==> config.mk <==
export PLATFORM = sky130hd
export DESIGN_NAME = tapwin_timer
export DESIGN_NICKNAME = d
export VERILOG_FILES = /design/src/rtl/tapwin_pkg.sv /design/src/rtl/tapwin_cfg.sv /design/src/rtl/tapwin_prescale.sv /design/src/rtl/tapwin_fsm.sv /design/src/rtl/tapwin_timer.sv
export SDC_FILE = /design/constraint.sdc
export NUM_CORES = 1
export LEC_CHECK = 0
export BUFFER_PORTS_ARGS = -buffer_cell sky130_fd_sc_hd__clkbuf_2
export CAP_MARGIN = 20
export CORE_MARGIN = 1
export CORE_UTILIZATION = 53
export CTS_BUF_LIST = sky130_fd_sc_hd__clkbuf_4
export DETAILED_ROUTE_END_ITERATION = 8
export PLACE_DENSITY = 0.9
export SYNTH_ARGS = -nofsm -noshare
export SYNTH_HDL_FRONTEND = slang
export SYNTH_SLANG_ARGS = --single-unit
==> constraint.sdc <==
create_clock -name clk -period 1.8 [get_ports clk]
set_input_delay 0.18 -clock clk [delete_from_list [all_inputs] [get_ports clk]]
set_output_delay 0.18 -clock clk [all_outputs]
set_load 0.05 [all_outputs]
==> src/rtl/tapwin_pkg.sv <==
package tapwin_pkg;

    typedef enum logic [0:0] {
        ST_IDLE = 1'b0,
        ST_OPEN = 1'b1
    } tw_state_e;

    typedef enum logic [1:0] {
        RATE_LOW  = 2'd0,
        RATE_MID  = 2'd1,
        RATE_HIGH = 2'd2,
        RATE_TOP  = 2'd3
    } tw_rate_e;

    // strobes that make one window count, per rate code
    function automatic int unsigned strobes_per_count(logic [1:0] code);
        int unsigned n;
        unique case (code)
            RATE_LOW:  n = 1;
            RATE_MID:  n = 2;
            default:   n = 4;
        endcase
        return n;
    endfunction

endpackage

==> src/rtl/tapwin_cfg.sv <==
module tapwin_cfg #(
    parameter int unsigned   W       = 8,
    parameter logic [W-1:0]  RST_VAL = 8'hA0
) (
    input  logic         clk,
    input  logic         rst_n,
    input  logic         wr_en,
    input  logic [W-1:0] wr_data,
    output logic [W-1:0] value
);

    always_ff @(posedge clk) begin
        if (!rst_n)
            value <= RST_VAL;
        else if (wr_en)
            value <= wr_data;
    end

endmodule

==> src/rtl/tapwin_prescale.sv <==
module tapwin_prescale
    import tapwin_pkg::*;
#(
    parameter int unsigned MAX_DIV = 4
) (
    input  logic       clk,
    input  logic       rst_n,
    input  logic       clear,
    input  logic       run,
    input  logic       stb,
    input  logic [1:0] rate,
    output logic       tick
);

    localparam int unsigned PW = (MAX_DIV > 1) ? $clog2(MAX_DIV) : 1;

    logic [PW-1:0] cnt;
    logic [PW-1:0] last;

    always_comb begin
        last = PW'(strobes_per_count(rate) - 1);
        tick = run && stb && !clear && (cnt == last);
    end

    always_ff @(posedge clk) begin
        if (!rst_n || clear || !run)
            cnt <= '0;
        else if (stb)
            cnt <= tick ? '0 : cnt + PW'(1);
    end

endmodule

==> src/rtl/tapwin_fsm.sv <==
module tapwin_fsm
    import tapwin_pkg::*;
#(
    parameter int unsigned W = 8
) (
    input  logic         clk,
    input  logic         rst_n,
    input  logic         tap,
    input  logic [W-1:0] win_len,
    input  logic         tick,
    output logic         start,
    output logic         win_open,
    output logic         single_tap,
    output logic         double_tap
);

    tw_state_e    state, state_nx;
    logic [W-1:0] remain;
    logic         expire, second;

    always_comb begin
        state_nx = state;
        start    = 1'b0;
        expire   = 1'b0;
        second   = 1'b0;
        unique case (state)
            ST_IDLE: begin
                if (tap && (win_len != '0)) begin
                    start    = 1'b1;
                    state_nx = ST_OPEN;
                end
            end
            ST_OPEN: begin
                if (tap) begin
                    second   = 1'b1;
                    state_nx = ST_IDLE;
                end else if (tick && (remain == W'(1))) begin
                    expire   = 1'b1;
                    state_nx = ST_IDLE;
                end
            end
            default: state_nx = ST_IDLE;
        endcase
    end

    // state register
    always_ff @(posedge clk) begin
        if (!rst_n)
            state <= ST_IDLE;
        else
            state <= state_nx;
    end

    // window count
    always_ff @(posedge clk) begin
        if (!rst_n)
            remain <= '0;
        else if (start)
            remain <= win_len;
        else if ((state == ST_OPEN) && tick)
            remain <= remain - W'(1);
    end

    // report outputs
    always_ff @(posedge clk) begin
        if (!rst_n) begin
            single_tap <= 1'b0;
            double_tap <= 1'b0;
        end else begin
            single_tap <= expire;
            double_tap <= second;
        end
    end

    assign win_open = (state == ST_OPEN);

endmodule

==> src/rtl/tapwin_timer.sv <==
module tapwin_timer #(
    parameter int unsigned  W       = 8,
    parameter logic [W-1:0] RST_VAL = 8'hA0,
    parameter int unsigned  MAX_DIV = 4
) (
    input  logic         clk,
    input  logic         rst_n,
    input  logic         smp_stb,
    input  logic [1:0]   rate_sel,
    input  logic         cfg_wr,
    input  logic [W-1:0] cfg_wdata,
    output logic [W-1:0] cfg_rdata,
    input  logic         tap_in,
    output logic         win_open,
    output logic         single_tap,
    output logic         double_tap
);

    logic start, tick;

    tapwin_cfg #(.W(W), .RST_VAL(RST_VAL)) u_cfg (
        .clk     (clk),
        .rst_n   (rst_n),
        .wr_en   (cfg_wr),
        .wr_data (cfg_wdata),
        .value   (cfg_rdata)
    );

    tapwin_prescale #(.MAX_DIV(MAX_DIV)) u_pre (
        .clk   (clk),
        .rst_n (rst_n),
        .clear (start),
        .run   (win_open),
        .stb   (smp_stb),
        .rate  (rate_sel),
        .tick  (tick)
    );

    tapwin_fsm #(.W(W)) u_fsm (
        .clk        (clk),
        .rst_n      (rst_n),
        .tap        (tap_in),
        .win_len    (cfg_rdata),
        .tick       (tick),
        .start      (start),
        .win_open   (win_open),
        .single_tap (single_tap),
        .double_tap (double_tap)
    );

endmodule

# Yosys cells after proc, flatten, opt, wreduce, memory -nomap -nowiden

Cells that the tools add are included.

Add/subtract/negate cells: 3
Equality and inequality tests: 3
Muxes and demuxes: 11
Bitwise logic cells: 2
Reductions and logical operators: 16

Operators by type and width:

| kind                                                                  | number |
|---|---|
| 8-bit two-way mux                                                     | 2 |
| 8-bit by 1-bit equality test with 1-bit output, second input constant | 1 |
| 8-bit nonzero test                                                    | 1 |
| 8-bit by 1-bit subtractor with 8-bit output, second input constant    | 1 |
| 1-bit logical AND                                                     | 6 |
| 1-bit two-way mux                                                     | 6 |
| 2-bit one-hot mux with 2 select lines                                 | 1 |
| 1-bit logical NOT                                                     | 3 |
| 3-bit OR reduction                                                    | 1 |
| 2-bit by 1-bit adder with 2-bit output, second input constant         | 1 |
| 2-bit by 1-bit equality test with 1-bit output, second input constant | 1 |
| 2-bit equality test                                                   | 1 |
| 2-bit logical NOT                                                     | 1 |
| 1-bit logical OR                                                      | 2 |
| 2-bit two-way mux                                                     | 1 |
| 1-bit NOT                                                             | 2 |
| 1-bit one-hot mux with 2 select lines                                 | 1 |
| 2-bit AND reduction                                                   | 1 |
| 2-bit nonzero test                                                    | 1 |
| 2-bit by 1-bit subtractor with 2-bit output, second input constant    | 1 |

Flip-flop bits (word level): 21

# Longest topological paths before layout

Word-level depth: 11
Depth in mapped cells: 6
Mapped depth without buffers: 6

# Cells and area by module

A second synthesis with hierarchy kept.

Cell total of the unflattened synthesis: 112
Area, all modules: 1,028.5 um^2

Modules (own cells, without submodules):

| module          | times used | cells an instance | area an instance (um^2) | seq. area each (um^2) |
|---|---|---|---|---|
| tapwin_fsm      | 1          | 68                | 594.3                   | 220.2 |
| tapwin_cfg      | 1          | 25                | 296.5                   | 160.2 |
| tapwin_prescale | 1          | 19                | 137.6                   | 40.0 |

# Worst setup path after synthesis

OpenSTA, ideal clock, no wires.

Path kind: reg-to-reg
Start point: register u_cfg.value[3]
End point: register u_fsm.remain[3]
Setup time: 0.074 ns
Arrival: 1.606 ns
Data required time: 1.726 ns
Slack: 0.120 ns
Stages on the path, launching flop included: 5
Buffers on the path: 0
Cell sequence: dfxtp_1 -> or4_4 -> o21ai_4 -> o311ai_0 -> a31oi_1

Word-level cells in the longest chain between the ends: 9
Elaborated cells between the ends (all ways): 10

RTL lines:

| element                        | line                  | source |
|---|---|---|
| start: declaration             | tapwin_cfg.sv:9       | `output logic [W-1:0] value` |
| start signal: assignment       | tapwin_cfg.sv:16      | `value <= wr_data;` |
| 8-bit nonzero test             | tapwin_fsm.sv:28      | `if (tap && (win_len != '0)) begin` |
| 1-bit logical AND              | tapwin_fsm.sv:28      |  |
| 1-bit two-way mux              | tapwin_fsm.sv:28      |  |
| 1-bit two-way mux              | tapwin_fsm.sv:26      | `unique case (state)` |
| 1-bit logical NOT              | tapwin_prescale.sv:22 | `tick = run && stb && !clear && (cnt == last);` |
| 1-bit logical AND (2 in a row) | tapwin_prescale.sv:22 |  |
| 1-bit logical AND              | tapwin_fsm.sv:60      | `else if ((state == ST_OPEN) && tick)` |
| 2-bit nonzero test (no line)   | -                     |  |
| end signal: assignment         | tapwin_fsm.sv:59      | `remain <= win_len;` |
| end signal: assignment         | tapwin_fsm.sv:61      | `remain <= remain - W'(1);` |
| end: declaration               | tapwin_fsm.sv:18      | `logic [W-1:0] remain;` |

Several ways; a longest one is shown, not always the timed one.
A chain may end at the register's enable or synchronous reset.

# Final worst setup path

Start point: register u_fsm.remain[2]
End point: register u_fsm.state (netlist: u_fsm.win_open)

Word-level cells in the longest chain between the ends: 5

RTL lines:

| element                                        | line             | source |
|---|---|---|
| 8-bit by 1-bit equality test with 1-bit output | tapwin_fsm.sv:37 | `end else if (tick && (remain == W'(1))) begin` |
| 1-bit logical AND                              | tapwin_fsm.sv:37 |  |
| 1-bit two-way mux                              | tapwin_fsm.sv:37 |  |
| 1-bit two-way mux                              | tapwin_fsm.sv:34 | `if (tap) begin` |
| 1-bit one-hot mux with 2 select lines          | tapwin_fsm.sv:26 |  |
| end signal: assignment                         | tapwin_fsm.sv:51 | `state <= state_nx;` |
| end: declaration                               | tapwin_fsm.sv:17 | `tw_state_e state, state_nx;` |

Every way passes these cells.

==> impl_metrics.csv <==
group,metric,value,unit
status,status,"finished, final reports clean",
worst_setup_path,crit_start,"u_fsm.remain[2]$_SDFFE_PN0P_",
route,dr_total_vias,957,
route,vias_per_cell,6.02,
clock_network,cts_tree,"yes",
clock_network,clk_pin_slew,0.12,ns
yosys,netlist.top_cell.by_area,"dfxtp_1",
clock_network,htreeDepth,1,
yosys,ys.flop_type,"dfxtp_1",
floorplan,die_w,45.7,um
route,antenna_left,0,
sta,drv_slew,0,
yosys,synth_nets,124,
route,first_pass_iters,4,
sta,slew_headroom,0.696,
worst_setup_path,rr_startpoint,"u_fsm.remain[2]$_SDFFE_PN0P_",
floorplan,start_util,0.574,
worst_setup_path,endpoint,"u_fsm.win_open$_SDFF_PN0_",
grt,track_usage,0.248,
placed_design,place.gp.congestion,0.905,
cells_and_area,final_common_cell,"clkbuf_2",
cells_and_area,fin_area,1190,um2
clock_network,clock_sinks,21,
worst_setup_path,crit_path_end_kind,"flop",
clock_network,cts_inserted_buffers,3,
clock_network,post_cts_resized,0,
cells_and_area,fill_cells,163,
floorplan,die_height,45.7,um
yosys,async_reset_ff_frac,0,
sta,fmax,605,MHz
cells_and_area,layout-drive-gt1-share,0.284,
cells_and_area,area_growth,17.8,%
worst_setup_path,start_kind,"flop",
yosys,post_synth.cell_area_avg,9.47,um2
clock_network,cts-root-buf,"clkbuf_4",
cells_and_area,final_util,0.677,
sta,finClkSkew,0.00250,ns
sta,hold_violations,0,
yosys,synth_seq_area_share,0.415,
worst_setup_path,ff2ff_path_depth,4,
worst_setup_path,required,1.99,ns
placed_design,port_buffers,25,
clock_network,cts_hold_buf,0,
grt,antenna_found_initial,0,
yosys,yosysWarnings,0,
sta,rsz0062_at_grt,"false",
sta,worst_slew_pin_slew,0.456,ns
sta,setup_tns,0,ns
pwr,power.density,801,nW/um2
sta,min_period_over_period,0.919,
cells_and_area,multi_input_area,571,um2
yosys,synth_top_area_frac,0.415,
floorplan,core_area,1760,um2
cells_and_area,stdcell_count,159,
floorplan,dieArea,2090,um2
yosys,synth_area_leaders,"dfxtp_1 41%, mux2i_1 7.9%, a21oi_1 3.5%, nor2_1 3.3%, nand2_1 2.6%",
placed_design,dp_hpwl,1680,um
floorplan,num_rows,15,
placed_design,dp_cells,155,
cells_and_area,register_area,420,um2
clock_network,clockBufferDepth,2,
cells_and_area,final_cell_mix,"25 x clkbuf_2, 21 x dfxtp_1, 9 x nor2_1",
worst_setup_path,r2r-end,"u_fsm.win_open$_SDFF_PN0_",
sta,setup_viol,0,
cells_and_area,antenna_cells,0,
worst_setup_path,rrSetupSlack,0.15,ns
clock_network,clk_latency,0.31,ns
route,avgRoutedWirePerCell,14.0,um
placed_design,place_area,1170,um2
run,maxCapViolCount,0,
yosys,synth_edf_count,0,
floorplan,io_pins,26,
cells_and_area,num-nets-final,152,
worst_setup_path,crit_fanout,6,
route,route.detailed.drc,0,
grt,grt_pass1_vias,884,
min_path,hp-class,"input port to flop",
yosys,netlist_area,1010,um2
route,routed_wl,2230,um
route,drt_iter0_markers,26,
grt,grt_pass1_wl,3750,um
worst_setup_path,crit_arrival,1.84,ns
sta,finalCriticalPeriod,1.65,ns
clock_network,cts_setup_buffers,0,
worst_setup_path,path_class,"flop to flop",
pwr,p_leak,0.503,nW
yosys,yosysUniqueCellTypes,39,
yosys,synth-seq-cells,21,
pwr,vdd_drop_max,0.696,mV
grt,grt_max_degree,16,
grt,grt_overflow,0,
yosys,syn_inst,107,
per-stage QoR:
step | worst slack (ns) | total power (W) | hold slack (ns)
final | 0.146 | 0.000956 | 0.0636
after global routing | 0.0442 | 0.000997 | 0.0802
after CTS | 0.149 | 0.000953 | 0.0691
after detailed placement | 0.170 | 0.000728 | 0.401
after global placement | 0.234 | 0.000719 | 0.392
after floorplan | 0.120 | 0.000668 | 0.242
area by class of cell:
type / count / share of cell area
clock buffers: 3 / 0.0189
multi-input cells: 80 / 0.478
inverters: 3 / 0.00943
clock inverters: 1 / 0.00419
repair buffers: 26 / 0.111
flip-flops and latches: 21 / 0.352
well taps: 25 / 0.0262
critical path: stages, from the launching register on:
cell	delay (ns)
dfxtp_1	0.38
or4_4	0.57
nor3_1	0.28
and4_1	0.23
o32ai_1	0.07
registers in the layout, summed over array words and instances, names as in the netlist:
name / count
u_fsm.remain: 8
u_fsm.single_tap: 1
u_pre.cnt: 2
u_cfg.value: 8
u_fsm.double_tap: 1
u_fsm.win_open: 1
routing by layer:
layer | global-route usage | wire (um) | vias to the layer above
met5 | 0 | 0 | -
met4 | 0.112 | 34 | 0
met3 | 0.0357 | 116 | 4
met2 | 0.423 | 1080 | 42
met1 | 0.308 | 999 | 449
li1 | - | - | 462
cells in the mapped netlist (all sizes together), types with 2 or more instances:
library cell and count:
o221ai 2, a31oi 3, inv 3, dfxtp 21, o311ai 2, or4 3, o211ai 3, nand2 7
nor3 4, nor2b 2, and3 2, nand3 4, a2bb2oi 3, nor2 9, buf 2, or3 3
mux2i 8, ha 2, a21oi 7
worst min path at each step:
stage / from / endpoint / slack, ns / cells past startpoint
finish: tap_in / u_fsm.single_tap$_SDFF_PP0_ / 0.06 / 2
CTS: tap_in / u_fsm.single_tap$_SDFF_PP0_ / 0.07 / 2
floorplan: rst_n / u_cfg.value[5]$_SDFFE_PN1P_ / 0.24 / 1
global route: tap_in / u_fsm.single_tap$_SDFF_PP0_ / 0.08 / 2
detailed placement: cfg_wdata[7] / u_cfg.value[7]$_SDFFE_PN1P_ / 0.40 / 3
global placement: tap_in / u_fsm.single_tap$_SDFF_PP0_ / 0.39 / 2
cell families after synthesis:
kind of cell | count (synthesis) | share of synthesized area
buffers and inverters | 6 | 0.0222
flip-flops | 21 | 0.415
multiplexers | 8 | 0.0790
AO/OA/AOI/OAI | 27 | 0.207
AND/OR/NAND/NOR | 43 | 0.252
adder cells (fa/ha/maj) | 2 | 0.0247
where the power goes:
part | leakage [nW] | switching (W) | internal [W]
logic | 0.313 | 0.000127 | 0.0000748
clock network | 0.0177 | 0.000154 | 0.0000832
registers | 0.172 | 0.0000265 | 0.000490
Note: power is estimated with default switching activity, not from simulation.
